`src/rtl/vote_pkg.sv`:
```
package vote_pkg;

    localparam int FEAT_W   = 8;
    localparam int NUM_CH   = 40;
    localparam int GROUP    = NUM_CH / 2;
    localparam int CNT_W    = $clog2(GROUP + 1);
    localparam int SCORE_W  = CNT_W + 1;
    localparam int BUS_W    = NUM_CH * FEAT_W;

    typedef logic signed [FEAT_W-1:0]  feat_t;
    typedef logic        [CNT_W-1:0]   cnt_t;
    typedef logic signed [SCORE_W-1:0] score_t;
    typedef logic        [NUM_CH-1:0]  votes_t;

    typedef struct packed {
        cnt_t pos;
        cnt_t neg;
    } tally_t;

    // Signed margin of the two group counts, widened by one sign bit.
    function automatic score_t margin(input tally_t t);
        return $signed({1'b0, t.pos}) - $signed({1'b0, t.neg});
    endfunction

endpackage

```
`src/rtl/vote_bank.sv`:
```
module vote_bank
    import vote_pkg::*;
#(
    parameter int N_CH = NUM_CH,
    parameter int W    = FEAT_W
) (
    input  logic [N_CH*W-1:0] feat,
    input  logic [N_CH*W-1:0] thr,
    output logic [N_CH-1:0]   votes
);
    for (genvar c = 0; c < N_CH; c++) begin : g_cmp
        logic signed [W-1:0] f_s;
        logic signed [W-1:0] t_s;
        assign f_s      = feat[c*W +: W];
        assign t_s      = thr[c*W +: W];
        assign votes[c] = (f_s > t_s);
    end
endmodule

```
`src/rtl/vote_popcount.sv`:
```
module vote_popcount #(
    parameter int N  = 20,
    parameter int CW = $clog2(N + 1)
) (
    input  logic [N-1:0]  bits,
    output logic [CW-1:0] count
);
    always_comb begin
        count = '0;
        for (int b = 0; b < N; b++) begin
            count = count + CW'(bits[b]);
        end
    end
endmodule

```
`src/rtl/vote_decide.sv`:
```
module vote_decide
    import vote_pkg::*;
#(
    parameter int K       = 13,
    parameter bit REG_OUT = 1'b1
) (
    input  logic   clk,
    input  logic   rst,
    input  tally_t tally,
    output score_t score,
    output logic   detect
);
    localparam score_t K_S = score_t'(K);

    logic det_c;
    logic det_q;

    always_comb begin
        score = margin(tally);
        det_c = (score > K_S);
    end

    always_ff @(posedge clk) begin
        if (rst) det_q <= 1'b0;
        else     det_q <= det_c;
    end

    assign detect = REG_OUT ? det_q : det_c;
endmodule

```
`src/rtl/vote_classifier.sv`:
```
module vote_classifier
    import vote_pkg::*;
#(
    parameter int                 K         = 13,
    parameter bit                 FIXED_THR = 1'b0,
    parameter bit                 REG_OUT   = 1'b1,
    parameter logic [BUS_W-1:0]   THR_CONST = '0
) (
    input  logic                      clk,
    input  logic                      rst,
    input  logic [BUS_W-1:0]          feat_i,
    input  logic [BUS_W-1:0]          thr_i,
    output logic                      detect_o,
    output logic [CNT_W-1:0]          pos_cnt_o,
    output logic [CNT_W-1:0]          neg_cnt_o,
    output logic signed [SCORE_W-1:0] score_o
);
    logic [BUS_W-1:0] thr_sel;
    votes_t           votes;
    tally_t           tally;

    // Constant thresholds let synthesis fold each comparator.
    assign thr_sel = FIXED_THR ? THR_CONST : thr_i;

    vote_bank #(.N_CH(NUM_CH), .W(FEAT_W)) bank_i (
        .feat  (feat_i),
        .thr   (thr_sel),
        .votes (votes)
    );

    vote_popcount #(.N(GROUP), .CW(CNT_W)) pos_cnt_i (
        .bits  (votes[GROUP-1:0]),
        .count (tally.pos)
    );

    vote_popcount #(.N(GROUP), .CW(CNT_W)) neg_cnt_i (
        .bits  (votes[NUM_CH-1:GROUP]),
        .count (tally.neg)
    );

    vote_decide #(.K(K), .REG_OUT(REG_OUT)) decide_i (
        .clk    (clk),
        .rst    (rst),
        .tally  (tally),
        .score  (score_o),
        .detect (detect_o)
    );

    assign pos_cnt_o = tally.pos;
    assign neg_cnt_o = tally.neg;
endmodule

```
`config.mk`:
```
export PLATFORM = sky130hd
export DESIGN_NAME = vote_classifier
export DESIGN_NICKNAME = d
export VERILOG_FILES = /design/src/rtl/vote_pkg.sv /design/src/rtl/vote_bank.sv /design/src/rtl/vote_popcount.sv /design/src/rtl/vote_decide.sv /design/src/rtl/vote_classifier.sv
export SDC_FILE = /design/constraint.sdc
export NUM_CORES = 1
export LEC_CHECK = 0
export ABC_CLOCK_PERIOD_IN_PS = 17750
export CAP_MARGIN = 15
export CORE_AREA = 2 2 254 256
export DETAILED_ROUTE_END_ITERATION = 10
export DIE_AREA = 0 0 256 258
export DONT_BUFFER_PORTS = 1
export PLACE_DENSITY_LB_ADDON = 0.3
export SYNTH_ARGS = -nofsm -noshare
export SYNTH_HDL_FRONTEND = slang
export SYNTH_HIERARCHICAL = 1
export SYNTH_SLANG_ARGS = --single-unit
```
`constraint.sdc`:
```
create_clock -name clk -period 17.75 [get_ports clk]
set_clock_uncertainty 0.1 [all_clocks]
set_input_delay 0.8875 -clock clk [delete_from_list [all_inputs] [get_ports clk]]
set_output_delay 0.8875 -clock clk [all_outputs]
set_load 0.005 [all_outputs]
```
==> Word level (Yosys, flattened, before mapping) <==
Index checks and enable logic that the tools add are counted.
{ "totals": {"ff_bits": 1, "latchBits": 0, "ram_bits": 0, "mem_bits_ro": 0, "in_bits": 642, "output_inout_bits": 17, "elab_cells": 81, "n_memories": 0} }
{ "classes": {"add_sub_neg": 39, "n_mul": 0, "div": 0, "magnitude_cmp": 41, "eq_ne": 0, "shift": 0, "muxes": 0, "n_bitwise": 0, "n_reduce_logical": 0} }
{ "ops": {"columns": ["op", "n"], "rows": [
  ["8-bit greater-than comparator", 40],
  ["5-bit by 1-bit adder with 5-bit output", 36],
  ["6-bit by 5-bit greater-than comparator with 1-bit output (second input constant)", 1],
  ["5-bit by 5-bit subtractor with 6-bit output", 1],
  ["1-bit by 1-bit adder with 2-bit output", 2]
]} }

==> Longest topological paths before layout <==
{ "logic_depth": {"depth_word": 22, "ltp_mapped": 24, "depth_no_buf": 24} }

==> By module <==
Netlist, hierarchy kept.
{ "modules_own_cells": {"columns": ["module", "instances", "cells_each", "area_each_um2", "seq_area_each_um2"], "rows": [
  ["vote_bank", 1, 1139, 8187.9, 0.0],
  ["vote_popcount", 2, 52, 508.0, 0.0],
  ["vote_decide", 1, 27, 231.5, 20.0]
]} }

==> Worst setup path after synthesis <==
Ideal clock, no wire load.
{ "synth_timing": {"path_type": "in2out", "start": "input thr_i[269]", "end": "output score_o[4]", "arrival_ps": 6052, "required_time_ps": 16762, "setup_slack_ps": 10710, "stages": 22, "n_path_buf": 0, "cell_sequence": "inv_1 > ha_1 > a21oi_1 > o21ai_1 > a2111oi_2 > o22ai_1 > fa_1 > fa_1 > inv_1 > fa_1 > fa_1 > fa_1 > inv_1 > ha_1 > inv_1 > fa_1 > xnor2_1 > inv_1 > ha_1 > a21o_1 > a21oi_2 > xnor2_1"} }
{ "synth_between": {"elab_chain_cells": 9} }
{ "synth_lines": {"columns": ["element", "line_no", "text"], "rows": [
  ["from (decl)", "vote_classifier.sv:12", "input logic [BUS_W-1:0] thr_i,"],
  ["8-bit greater-than comparator", "vote_bank.sv:16", "assign votes[c] = (f_s > t_s);"],
  ["net votes[33]", "vote_classifier.sv:19", "votes_t votes;"],
  ["5-bit by 1-bit adder with 5-bit output (7 in a row)", "vote_popcount.sv:11", "count = count + CW'(bits[b]);"],
  ["net neg_cnt_o[2]", "vote_classifier.sv:15", "output logic [CNT_W-1:0] neg_cnt_o,"],
  ["5-bit by 5-bit subtractor with 6-bit output", "vote_pkg.sv:22", "return $signed({1'b0, t.pos}) - $signed({1'b0, t.neg});"],
  ["to (decl)", "vote_classifier.sv:16", "output logic signed [SCORE_W-1:0] score_o"]
]} }
The timed path passes the listed nets, and every way through them passes these cells.

==> Final worst setup path <==
{ "layout_timing": {"start": "input thr_i[267]", "end": "output score_o[5]"} }
The elaborated chain is that of the path after synthesis.

==> Implementation_results.wiki <==
{| class="wikitable"
! Metric !! Value
|-
| Outcome || completed
|-
| Synthesis-to-finish area growth || 11.6%
|-
| Power density normalized to cell area || approximately 170 mW/mm^2
|-
| Number of global-route vias before repair || around 9,100
|-
| Placed Instance Area || between 0.01 and 0.015 sq mm
|-
| Worst slew margin relative to its limit || 0.628
|-
| Core box area || between 0.06 and 0.07 sq mm
|-
| Area leader, netlist || sky130_fd_sc_hd__ha_1
|-
| Starting Density || 0.148
|-
| Post-synthesis share of cell area spent on full adders, half adders and majority gates || 0.511
|-
| Leakage power figure || 5.99 nW
|-
| Pins Over Slew Limit || 0
|-
| Post-synthesis compound-gate area fraction || 0.193
|-
| Post-CTS setup buffer count || 0
|-
| Average via count per standard cell || between 4 and 5
|-
| Xor and xnor fraction of the mapped netlist area || 0.00729
|-
| Netlist area before placement || 0.00944 sq mm
|-
| Sequential cell fraction of total power || 0.003
|-
| Number of nets produced by synthesis || about 2,300
|-
| Share of the yosys chip area belonging to registers || 0.00212
|-
| Post-CTS resize count || 0
|-
| Global placement routability congestion || between 0.9 and 1
|-
| Port Buf Inserts || 0
|-
| Fmax || 125 MHz
|-
| Standard cell with the maximum stage delay on the critical path || sky130_fd_sc_hd__fa_1
|-
| Wirelength per Cell || 17.1 um
|-
| Leading cell types by total area after synthesis || sky130_fd_sc_hd__ha_1 (45%), sky130_fd_sc_hd__inv_1 (16%), sky130_fd_sc_hd__fa_1 (6.2%), sky130_fd_sc_hd__a21oi_1 (4.3%), sky130_fd_sc_hd__nor2b_1 (3.5%)
|-
| Congestion Overflow GR || 0
|-
| Final period demand of the worst path || 8000 ps
|-
| CP arrival || between 7000 and 8000 ps
|-
| Post-route clock period utilization || 0.451
|-
| I/O pin total || ~660
|-
| P_sw || 1.10 mW
|-
| Buffers plus inverters on the worst setup path || 5
|-
| Total detailed-routing wirelength || 36,400 um
|-
| Maximum number of pins on one net before global-route repair || 5
|-
| Maximum net fanout on the critical path || 3
|-
| CP endpoint kind || output pin
|-
| Power share of the clock group || 0
|-
| Max Cap Viol || 0
|-
| Most frequent cells in the layout || sky130_fd_sc_hd__inv_1 (399), sky130_fd_sc_hd__ha_1 (339), sky130_fd_sc_hd__a21oi_1 (81), sky130_fd_sc_hd__nand2_1 (58), sky130_fd_sc_hd__nor2b_1 (53)
|-
| Simple-gate share of the synthesized area || 0.128
|-
| Yosys warning total || 6
|-
| Kind of critical path || in -> out
|-
| Wire length of the first global-routing pass || approximately 53,000 um
|-
| Share of the core filled with cells || 0.165
|-
| Logic pwr share || 0.997
|-
| Count of cells along the worst hold path || 1
|-
| Flip-flop count of the largest register after layout || 1
|-
| Half-perimeter wire length after detailed placement || approximately 36,000 um
|-
| Count of hold buffers inserted by post-cts repair || 0
|-
| Worst hold path class || in -> reg
|-
| Share of final-layout standard cells stronger than drive strength 1 || 0.00866
|-
| Area share of the leading cell type in the synthesized netlist || 0.450
|-
| X dimension of the die || around 260 um
|-
| Final cell area excluding filler cells || about 0.011 sq mm
|-
| Largest stage delay, worst path || 640 ps
|-
| Post-layout worst setup margin || between 9000 and 10,000 ps
|-
| Unrepaired setup endpoints after global routing || no
|-
| Cell type group with the largest total delay on the critical path || adder cells
|-
| Share of synthesized registers carrying an async set or reset || 0
|-
| Number of synthesized flops with an enable pin || 0
|-
| Detailed-route via count || roughly 8,500
|-
| Antenna violations before repair || 13
|-
| Critical Path Stages || 22
|-
| Post-Syn Area per Cell || 7.43 sq um
|-
| Count of antenna-violating nets left after detailed routing || 0
|-
| Critical-path cell list || inv_1, ha_1, a21oi_1, o21ai_1, a2111oi_2, o22ai_1, fa_1, fa_1, inv_1, fa_1, fa_1, fa_1, inv_1, ha_1, inv_1, fa_1, xnor2_1, inv_1, ha_1, o2bb2ai_2, o21bai_1, a21oi_1
|-
| Proportion of synthesized area in mux cells || 0
|-
| Placed Cells incl. Taps || approximately 2,100
|-
| Hold Worst Slack || between 900 and 1000 ps
|-
| Count of distinct cell types in the synthesized netlist || 35
|-
| Die boundary height || 258 um
|-
| Post-synthesis cell count || roughly 1,300
|-
| Pre-CTS WS || just under 10,000 ps
|-
| Power, Total || 1.78 mW
|-
| Final setup fails || 0
|-
| Internal power || ~0.69 mW
|-
| Number of nets in the layout || between 2,000 and 2,500
|-
| Net switching fraction of the power || 0.615
|-
| DIE AREA || 0.0660 sq mm
|-
| Initial drt markers || 246
|-
| Number of detailed-route iterations in the first pass || 4
|-
| Critical Path Source Type || primary input
|-
| Clock-pin slew on the worst setup and hold paths || 10 ps
|-
| DRC violation count after routing || 0
|-
| Number of standard-cell rows in the floorplan || 93
|-
| Main combinational cell family by area after synthesis || adder cells
|-
| Endpoints failing hold || 0
|-
| Largest vdd supply drop || 0.000339 V
|-
| Cell with the most instances on the worst path || sky130_fd_sc_hd__fa_1
|-
| GR Util All Layers || 0.103
|-
| Sum Neg Setup Slack || 0 ps
|-
| Data required time of the worst path || about 17,000 ps
|-
| Number of cells in the finished layout apart from fillers || 2,134
|-
| Most common cell after layout, fill and taps aside || sky130_fd_sc_hd__inv_1
|-
| Worst Tran Pin Value || about 550 ps
|-
| Ys flop type || sky130_fd_sc_hd__dfxtp_1
|-
| Yosys reg bits || 1
|}
logic make-up (layout without fill, tap and decap cells):
kind of cell / after synthesis / after routing
buffers and inverters: 399 / 399
adder cells (fa/ha/maj): 368 / 368
AO/OA/AOI/OAI: 273 / 273
AND/OR/NAND/NOR: 222 / 222
XOR/XNOR: 7 / 7
flip-flops: 1 / 1
other: 0 / 9
power by group through the flow:
stage	clock (mW)	sequential, mW	combinational (mW)
3_5_place_dp	0	0.00507	1.82
6_report	0.0000000690	0.00504	1.78
4_1_cts	0	0.00507	1.82
3_3_place_gp	0	0.00512	1.78
5_1_grt	0.0000000378	0.00510	1.98
2_1_floorplan	0	0.00490	1.26
layer usage:
metal,GRT usage,vias up,share of wire
met2,0.183,379,0.48
li1,-,4304,-
met1,0.119,3808,0.41
met3,0.0316,50,0.081
met4,0.0281,6,0.028
met5,0,-,0.0010
cells in the mapped netlist (all sizes together) (12+ instances only):
| cell type | n |
|---|---|
| inv | 399 |
| fa | 29 |
| a2111oi | 14 |
| ha | 339 |
| nand2 | 58 |
| nand3 | 28 |
| nor2 | 22 |
| nor4b | 21 |
| nand4 | 31 |
| nor2b | 53 |
| o21a | 20 |
| a41o | 20 |
| a21oi | 84 |
| a21o | 27 |
| o211ai | 12 |
| o21ai | 55 |
final timing paths:
kind	start	slack (ps)	endpoint
worst min-delay path	rst	930	decide_i/detect
worst max-delay path	thr_i[267]	9750	score_o[5]
final cells by class:
| cell class | instances | area [sq um] |
|---|---|---|
| fill | 7356 | 53100 |
| multi-input combinational | 870 | 7920 |
| inverter | 399 | 1500 |
| tap | 855 | 1070 |
| antenna | 9 | 22.5 |
| sequential | 1 | 20.0 |
(Power assumes the default switching activity.)
